## config.mk

```make
export PLATFORM = sky130hd
export DESIGN_NAME = irq_front_end
export DESIGN_NICKNAME = d
export VERILOG_FILES = /design/src/rtl/irq_fe_pkg.sv /design/src/rtl/irq_sync.sv /design/src/rtl/irq_edge_latch.sv /design/src/rtl/irq_ctrl_fsm.sv /design/src/rtl/irq_front_end.sv
export SDC_FILE = /design/constraint.sdc
export NUM_CORES = 1
export LEC_CHECK = 0
export BUFFER_PORTS_ARGS = -buffer_cell sky130_fd_sc_hd__clkbuf_2
export CORE_MARGIN = 2
export CORE_UTILIZATION = 46
export DETAILED_ROUTE_END_ITERATION = 7
export GPL_ROUTABILITY_DRIVEN = 0
export HOLD_SLACK_MARGIN = 0.15
export PLACE_DENSITY = 0.75
export SYNTH_ARGS = -nofsm -noshare
export SYNTH_HDL_FRONTEND = slang
export SYNTH_SLANG_ARGS = --single-unit
```

## constraint.sdc

```tcl
create_clock -name clk -period 2.55 [get_ports clk]
set_clock_uncertainty 0.15 [all_clocks]
set_input_delay 0.51 -clock clk [delete_from_list [all_inputs] [get_ports clk]]
set_output_delay 0.51 -clock clk [all_outputs]
set_load 0.05 [all_outputs]
```

## src/rtl/irq_fe_pkg.sv

```systemverilog
package irq_fe_pkg;
    typedef enum logic [1:0] {
        ST_IDLE    = 2'd0,
        ST_NMI_ACK = 2'd1,
        ST_INTA    = 2'd2,
        ST_REPORT  = 2'd3
    } fe_state_t;
endpackage

```

## src/rtl/irq_sync.sv

```systemverilog
module irq_sync #(
    parameter int   DEPTH   = 2,
    parameter logic RST_VAL = 1'b0
) (
    input  logic clk,
    input  logic rst_n,
    input  logic d_i,
    output logic q_o,
    output logic q_pre_o
);
    logic [DEPTH-1:0] stg_q;

    always_ff @(posedge clk or negedge rst_n) begin
        if (!rst_n) stg_q <= {DEPTH{RST_VAL}};
        else        stg_q <= {stg_q[DEPTH-2:0], d_i};
    end

    assign q_o     = stg_q[DEPTH-1];
    assign q_pre_o = stg_q[DEPTH-2];
endmodule

```

## src/rtl/irq_edge_latch.sv

```systemverilog
module irq_edge_latch (
    input  logic clk,
    input  logic rst_n,
    input  logic newer_i,
    input  logic older_i,
    input  logic clr_i,
    output logic pend_o
);
    logic pend_q;
    logic rise_w;

    assign rise_w = newer_i & ~older_i;

    // A new edge in the same cycle as the clear keeps the latch set.
    always_ff @(posedge clk or negedge rst_n) begin
        if (!rst_n) pend_q <= 1'b0;
        else        pend_q <= (pend_q & ~clr_i) | rise_w;
    end

    assign pend_o = pend_q;
endmodule

```

## src/rtl/irq_ctrl_fsm.sv

```systemverilog
module irq_ctrl_fsm
    import irq_fe_pkg::*;
#(
    parameter int               TYPE_W   = 8,
    parameter logic [TYPE_W-1:0] NMI_TYPE = 8'd2
) (
    input  logic              clk,
    input  logic              rst_n,
    input  logic              boundary_i,
    input  logic              ack_i,
    input  logic              nmi_pend_i,
    input  logic              mreq_i,
    input  logic              ien_i,
    input  logic [TYPE_W-1:0] ext_type_i,
    output logic              take_o,
    output logic              vec_vld_o,
    output logic [TYPE_W-1:0] type_o,
    output logic              nmi_clr_o
);
    fe_state_t         state_q, state_d;
    logic [TYPE_W-1:0] vec_q, vec_d;

    always_ff @(posedge clk or negedge rst_n) begin
        if (!rst_n) begin
            state_q <= ST_IDLE;
            vec_q   <= '0;
        end else begin
            state_q <= state_d;
            vec_q   <= vec_d;
        end
    end

    always_comb begin
        state_d = state_q;
        vec_d   = vec_q;
        unique case (state_q)
            ST_IDLE: begin
                if (boundary_i) begin
                    if (nmi_pend_i)          state_d = ST_NMI_ACK;
                    else if (ien_i && mreq_i) state_d = ST_INTA;
                end
            end
            ST_NMI_ACK: begin
                if (ack_i) begin
                    state_d = ST_REPORT;
                    vec_d   = NMI_TYPE;
                end
            end
            ST_INTA: begin
                if (ack_i) begin
                    state_d = ST_REPORT;
                    vec_d   = ext_type_i;
                end
            end
            ST_REPORT: state_d = ST_IDLE;
            default:   state_d = ST_IDLE;
        endcase
    end

    always_comb begin
        take_o    = (state_q == ST_NMI_ACK) || (state_q == ST_INTA);
        vec_vld_o = (state_q == ST_REPORT);
        type_o    = (state_q == ST_REPORT) ? vec_q : '0;
        nmi_clr_o = (state_q == ST_NMI_ACK) && ack_i;
    end
endmodule

```

## src/rtl/irq_front_end.sv

```systemverilog
module irq_front_end #(
    parameter int               SYNC_DEPTH = 2,
    parameter int               TYPE_W     = 8,
    parameter logic [TYPE_W-1:0] NMI_TYPE   = 8'd2
) (
    input  logic              clk,
    input  logic              rst_n,
    input  logic              irq_lvl_i,
    input  logic              nmi_edge_i,
    input  logic              test_n_i,
    input  logic              ien_i,
    input  logic              boundary_i,
    input  logic              ack_i,
    input  logic [TYPE_W-1:0] ext_type_i,
    output logic              take_o,
    output logic              vec_vld_o,
    output logic [TYPE_W-1:0] type_o,
    output logic              go_on_o
);
    logic mreq_s, mreq_pre;
    logic nmi_s, nmi_pre;
    logic tst_s, tst_pre;
    logic nmi_pend, nmi_clr;

    irq_sync #(.DEPTH(SYNC_DEPTH), .RST_VAL(1'b0)) u_sync_mreq (
        .clk(clk), .rst_n(rst_n), .d_i(irq_lvl_i), .q_o(mreq_s), .q_pre_o(mreq_pre)
    );
    irq_sync #(.DEPTH(SYNC_DEPTH), .RST_VAL(1'b0)) u_sync_nmi (
        .clk(clk), .rst_n(rst_n), .d_i(nmi_edge_i), .q_o(nmi_s), .q_pre_o(nmi_pre)
    );
    irq_sync #(.DEPTH(SYNC_DEPTH), .RST_VAL(1'b1)) u_sync_tst (
        .clk(clk), .rst_n(rst_n), .d_i(test_n_i), .q_o(tst_s), .q_pre_o(tst_pre)
    );

    irq_edge_latch u_nmi_latch (
        .clk(clk), .rst_n(rst_n), .newer_i(nmi_pre), .older_i(nmi_s),
        .clr_i(nmi_clr), .pend_o(nmi_pend)
    );

    irq_ctrl_fsm #(.TYPE_W(TYPE_W), .NMI_TYPE(NMI_TYPE)) u_fsm (
        .clk(clk), .rst_n(rst_n), .boundary_i(boundary_i), .ack_i(ack_i),
        .nmi_pend_i(nmi_pend), .mreq_i(mreq_s), .ien_i(ien_i),
        .ext_type_i(ext_type_i), .take_o(take_o), .vec_vld_o(vec_vld_o),
        .type_o(type_o), .nmi_clr_o(nmi_clr)
    );

    assign go_on_o = ~tst_s;

    logic unused_w;
    assign unused_w = mreq_pre ^ tst_pre;
endmodule

```

### After elaboration in Yosys (flattened, before gate mapping)

Cells that the tools add are included.

* flip-flop bits (word level): 17
* output and inout port bits: 11
* word-level logic and storage cells: 37
* input port bits: 16

* reduce and logical (&&, ||, !) cells: 8
* eq/ne operators: 8
* bitwise gates (word level): 6
* mux-type cells: 9

Operator list (number)
* 2-to-1 mux 8 bit: 3
* one-hot mux 8 bit (2 select lines): 1
* 2-to-1 mux 2 bit: 4
* != test 2 bit (second input constant): 3
* one-hot mux 2 bit (3 select lines): 1
* AND reduction 3 bit: 2
* equality test 2 bit (second input constant): 2
* != test 3 x 2 -> 1 bit (second input constant): 1
* NOT 1 bit: 3
* AND 1 bit: 2
* equality test 2 x 1 -> 1 bit (second input constant): 1
* logical AND 1 bit: 2
* logical NOT 2 bit: 1
* != test 2 x 1 -> 1 bit (second input constant): 1
* nonzero test 2 bit: 1
* OR reduction 2 bit: 1
* logical OR 1 bit: 1
* bitwise OR 1 bit: 1

### Longest topological paths before layout

Gate-level depths: netlist of run 1.

* word-level depth: 5
* mapped depth: 5

### Cells and area by module

Synthesis of run 1 repeated with hierarchy kept, for this count alone.

* cells, all modules: 61
* area total of the unflattened synthesis: 747.0 um^2

By module, submodules not included
* irq_ctrl_fsm: cells an instance 50, sequential area each 250.2 um^2, area an instance 545.5 um^2, instances 1
* irq_sync at u_sync_mreq ...: cells an instance 2, sequential area each 50.0 um^2, area an instance 50.0 um^2, instances 2
* irq_sync at u_sync_tst: cells an instance 2, sequential area each 52.6 um^2, area an instance 52.6 um^2, instances 1
* irq_edge_latch: cells an instance 4, sequential area each 25.0 um^2, area an instance 45.0 um^2, instances 1
* irq_front_end: cells an instance 1, sequential area each 0.0 um^2, area an instance 3.8 um^2, instances 1

### Least setup slack after synthesis of run 1

Ideal clock, no wire load.

* path kind: register -> output
* from: register u_fsm.state_q[0]
* to: output port type_o[0]
* cell stages (with the launch flop): 3
* arrival time: 1428 ps
* required time: 1890 ps
* slack: 462 ps
* cells stage by stage: dfrtp_1 ha_1 and2_1

* longest elaborated chain between the ends: 2

Ends and longest elaborated chain
* from (decl): RTL line irq_ctrl_fsm.sv:20 `fe_state_t state_q, state_d;`
* from (signal assigned): RTL line irq_ctrl_fsm.sv:28 `state_q <= state_d;`
* equality test 2 bit
* via vec_vld_o: RTL line irq_front_end.sv:16 `output logic vec_vld_o,`
* 2-to-1 mux 8 bit: RTL line irq_ctrl_fsm.sv:63 `type_o = (state_q == ST_REPORT) ? vec_q : '0;`
* to (decl): RTL line irq_front_end.sv:17 `output logic [TYPE_W-1:0] type_o,`

The timed path passes the listed nets, and every way through them passes these cells.

### Final worst setup path of run 1

* from: register u_fsm.state_q[1]
* to: output port type_o[5]

* longest elaborated chain between the ends: 2

Ends and longest elaborated chain (RTL line)
* equality test 2 bit: irq_ctrl_fsm.sv:63
* 2-to-1 mux 8 bit: irq_ctrl_fsm.sv:63

No other way between the ends.

==> results.cfg, run 1 <==
[floorplanning]
die_height_microns = 43.9
die-area_sq_mm = 0.00193
fp.dieW_microns = 43.9
core_area_sq_mm = 0.00151
row_count = 14
io_pins = 27
start_util = 0.487

[cts]
clkTransAtPathRegs_ns = 0.09
cts_setup_buffers = 0
cts-resized-gates = 0
clock-root-buffer = clkbuf_4
cts_hold_buf = 2
cts.sinks = 17
numCtsBuffers = 3
htree_levels = 1
clock_latency_ns = 0.28
cts_tree = yes
clock_path_buffers = 2

[yosys]
synth_area_sq_um = 733
synth-async-reset-ratio = 1.00
synth_top_area_frac = 0.512
ys_warn_count = 0
seq_area_frac_synth = 0.584
synth_area_leaders = dfrtp_1, ha_1, a22o_1
synth.distinct_cells = 16
yosysTopAreaCell = dfrtp_1
syn-num-nets = 83
yosys-top-cells-count = dfrtp_1, inv_1, and2_1
ys_ff_latch = 17
syn_area_per_cell_sq_um = 11.8
synth_edf_count = 0
synth_ff_type = dfrtp_1
synth.most_common_cell = dfrtp_1
synth_cells = 62

[setup_path]
worst_ep_required_time_ns = 1.89
path_max_fanout = 9
crit_path_end_kind = output port
cp-start-kind = flop
crit_type = reg -> out
cp.arrival_ns = 1.44

[job]
cap_violations = 0

[layout]
area_delta_synth_final_pct = 26.3
multi_input_area_sq_um = 268
utilization = 0.615
regArea_sq_um = 428
fillCellCount = 131
stdcell_count = 109
diodes = 0
finalNetCount = 115
layout-drive-gt1-share = 0.366
design_area_sq_um = 926

[drt]
dr.pass1.iters = 4
wl_per_cell_microns = 12.1
post-route-drc-count = 0
vias_per_cell = 4.98
wl_microns = 1320
via_count = 543
drtAntennaViolNets = 0
drt_iter0_drc = 11

[global_routing]
grt_pass1_vias = 532
grt_max_degree = 18
globalRouteOverflowTotal = 0
grt_use_total = 0.167
grt_pass1_wl_microns = 2260
antenna_found_initial = 0

[sta]
tns_ns = 0
slew_violations = 0
finalSetupViolCount = 0
worstMarginPinSlew_ns = 0.554
holdWs_ns = 0.177
period_minus_slack_ns = 2.10
period_share = 0.824
max_freq_ghz = 0.476
slew_headroom = 0.628
rsz0062_at_grt = no
hold_viol = 0

[place]
placed_area_sq_um = 880
io_buffers = 26
place_hpwl_microns = 1020
placed_cells = 103

[pwr]
ir_drop_uv = 478
power_density_mw_per_mm2 = 1160
p_leak_nw = 0.515

[min_path]
hp-class = in -> reg

[run_status]
status = finished clean
metrics by stage:
stage / worst slack, ns / power [W]
3_3_place_gp: 0.711 / 0.000918
5_1_grt: 0.301 / 0.00116
4_1_cts: 0.414 / 0.00109
6_report: 0.448 / 0.00107
2_1_floorplan: 0.462 / 0.000817
3_5_place_dp: 0.618 / 0.000942
layout make-up:
cell class / count / share of cell area
clock buffers: 4 / 0.0284
inverters: 9 / 0.0365
multi-input cells: 35 / 0.289
flip-flops and latches: 17 / 0.462
well taps: 16 / 0.0216
repair buffers: 28 / 0.162
cell usage in the layout, fill, tap and decap left out:
cell / instances
dlygate4sd3_1: 2
a222oi_1: 1
a22o_1: 7
clkbuf_4: 3
dfrtp_1: 15
a22oi_1: 1
clkbuf_2: 26
dfstp_2: 2
inv_1: 9
nor2b_1: 1
clkbuf_1: 1
nand2_1: 5
ha_1: 5
mux2_2: 2
and2_1: 8
nand2b_1: 1
o21ai_0: 2
o21ai_1: 1
and2_2: 1
routing by layer:
layer  track usage  part of all wire  vias up
li1              -                 -      269
met1         0.192              0.40      257
met2         0.285              0.54       13
met3        0.0375             0.041        4
met4        0.0909             0.020        0
met5             0                 0        -
worst paths after layout:
path                                       from                    to  slack [ns]  depth (start not counted)
max                            u_fsm.state_q[1]             type_o[5]        0.45                          3
min                                   irq_lvl_i  u_sync_mreq.stg_q[0]        0.18                          1
max reg2reg                    u_fsm.state_q[0]      u_fsm.state_q[0]        0.61                          4
min reg2reg                u_sync_mreq.stg_q[0]  u_sync_mreq.stg_q[1]        0.21                          0
max in group asynchronous                 rst_n   u_sync_tst.stg_q[0]        1.41                          2
min in group asynchronous                 rst_n        u_fsm.vec_q[7]        0.52                          2
registers in the layout (all words and copies together) (netlist names):
register,cells
u_nmi_latch.pend_o,1
u_fsm.state_q,2
u_sync_tst.stg_q,2
u_sync_nmi.stg_q,2
u_fsm.vec_q,8
u_sync_mreq.stg_q,2
logic make-up (layout without fill, tap and decap cells):
family                     Yosys count  in the layout  share of synthesized area
AOI/OAI and AO/OA                   12             12                      0.128
adders and majority gates            5              5                     0.0853
buffers and inverters               10             41                     0.0512
DFF                                 17             17                      0.584
muxes                                2              2                     0.0307
and+or+nand+nor                     16             16                      0.121
critical path: stages (launching register included):
cell	delay, ns
dfrtp_1	0.41
ha_1	0.31
and2_1	0.17
clkbuf_2	0.27
power breakdown:
group | internal (W) | switching [W]
clock network | 0.0000608 | 0.0000772
logic | 0.000191 | 0.000352
registers | 0.000344 | 0.0000478
Note: power is estimated with default switching activity, not from simulation.
==> inputs of run 2 (changes only) <==
clock period = 2 ns   (was 2.55 ns; I/O delays follow)
==> results.cfg, run 2 (synthesis gave the netlist of run 1 again) <==
[global_routing]
grt_pass1_vias = 544
grt_max_degree = 18
antenna_found_initial = 0
globalRouteOverflowTotal = 0
grt_pass1_wl_microns = 2080
grt_use_total = 0.147

[layout]
multi_input_area_sq_um = 273
largest_reg_flops = 8
layout-drive-gt1-share = 0.396
fillCellCount = 122
finalNetCount = 118
utilization = 0.639
stdcell_count = 112
top_register = u_fsm.vec_q
final_cell_mix = clkbuf_2, dfrtp_1, inv_1
regArea_sq_um = 428
layout_commonest_cell = clkbuf_2
area_delta_synth_final_pct = 31.2
design_area_sq_um = 962
diodes = 0

[pwr]
pwr-share-seq = 0.358
ir_drop_uv = 755
combPwrFrac = 0.514
p_int_w = 0.000785
switching_share = 0.433
netSwitchingPower_w = 0.000600
power_density_mw_per_mm2 = 1440
pwr-share-clk = 0.128
p_leak_nw = 0.534

[drt]
wl_microns = 1240
vias_per_cell = 4.88
drtAntennaViolNets = 0
drt_iter0_drc = 5
wl_per_cell_microns = 11.0
post-route-drc-count = 0
dr.pass1.iters = 4
via_count = 546

[setup_path]
path_max_fanout = 9
crit_type = reg -> out
cp.arrival_ns = 1.37
worst_ep_required_time_ns = 1.45
cp-start-kind = flop
crit_path_end_kind = output port

[cts]
clock_latency_ns = 0.29
clock_path_buffers = 2
cts_setup_buffers = 0
cts_tree = yes
clkTransAtPathRegs_ns = 0.11
htree_levels = 1
clock-root-buffer = clkbuf_4
numCtsBuffers = 3
cts.sinks = 17

[floorplanning]
fp.dieW_microns = 43.9
row_count = 14
core_area_sq_mm = 0.00151
die-area_sq_mm = 0.00193
die_height_microns = 43.9
start_util = 0.487
io_pins = 27

[sta]
hold_viol = 0
rsz0062_at_grt = no
slew_violations = 0
worstMarginPinSlew_ns = 0.406
period_share = 0.959
slew_headroom = 0.729
period_minus_slack_ns = 1.92
max_freq_ghz = 0.521
finalSetupViolCount = 0
tns_ns = 0

[place]
placed_area_sq_um = 890
io_buffers = 26
place_hpwl_microns = 903
placed_cells = 104

[min_path]
hp-class = in -> reg

[job]
cap_violations = 0

[run_status]
status = finished clean
## run 2: power groups by stage
stage          registers, W  clock network [W]  logic, W
2_1_floorplan      0.000487                  0  0.000564
3_3_place_gp       0.000497                  0  0.000690
3_5_place_dp       0.000502                  0  0.000695
4_1_cts            0.000497           0.000182  0.000704
5_1_grt            0.000510           0.000194  0.000780
6_report           0.000496           0.000178  0.000712
## run 2: area by class of cell
type	instances	area share
multi-input combinational	35	0.283
tap	16	0.0208
clock inverter	1	0.00520
inverter	9	0.0351
clock buffer	3	0.0234
sequential	17	0.445
timing repair buffer	31	0.187
## run 2: worst paths after layout
path / from / to / slack [ns] / depth (start not counted)
worst max-delay path: u_fsm.state_q[0] / type_o[6] / 0.08 / 3
worst min-delay path: ext_type_i[5] / u_fsm.vec_q[5] / 0.18 / 2
worst max register to register: u_fsm.state_q[0] / u_fsm.state_q[1] / 0.11 / 4
worst min register to register: u_sync_mreq.stg_q[0] / u_sync_mreq.stg_q[1] / 0.20 / 0
max in group asynchronous: rst_n / u_sync_tst.stg_q[1] / 0.96 / 2
min in group asynchronous: rst_n / u_fsm.vec_q[2] / 0.40 / 2
## run 2: stage by stage
| step | total power [W] | hold slack [ns] | setup slack, ns |
|---|---|---|---|
| after floorplan | 0.00105 | -0.0456 | 0.0219 |
| after global routing | 0.00148 | 0.175 | 0.000425 |
| after CTS | 0.00138 | 0.174 | 0.0270 |
| after detailed placement | 0.00120 | 0.186 | 0.111 |
| final | 0.00139 | 0.177 | 0.0822 |
| after global placement | 0.00119 | 0.182 | 0.151 |
## run 2: critical path: stages, from the launching register on
cell and delay (ns):
dfrtp_1 0.41, ha_2 0.27, and2_1 0.14, buf_2 0.25
## run 2: repair_timing
| item | CTS | global route |
|---|---|---|
| hold endpoints to repair | 18 | 0 |
| gates resized for setup | 1 | 10 |
| endpoints found under the setup margin | 3 | 9 |
| pin swaps | 0 | 0 |
| hold buffers | 4 | 0 |
## run 2: metal layers
layer	global-route usage	part of all wire
met1	0.180	0.46
met2	0.241	0.49
met3	0.0500	0.053
met4	0.0545	0
met5	0	0
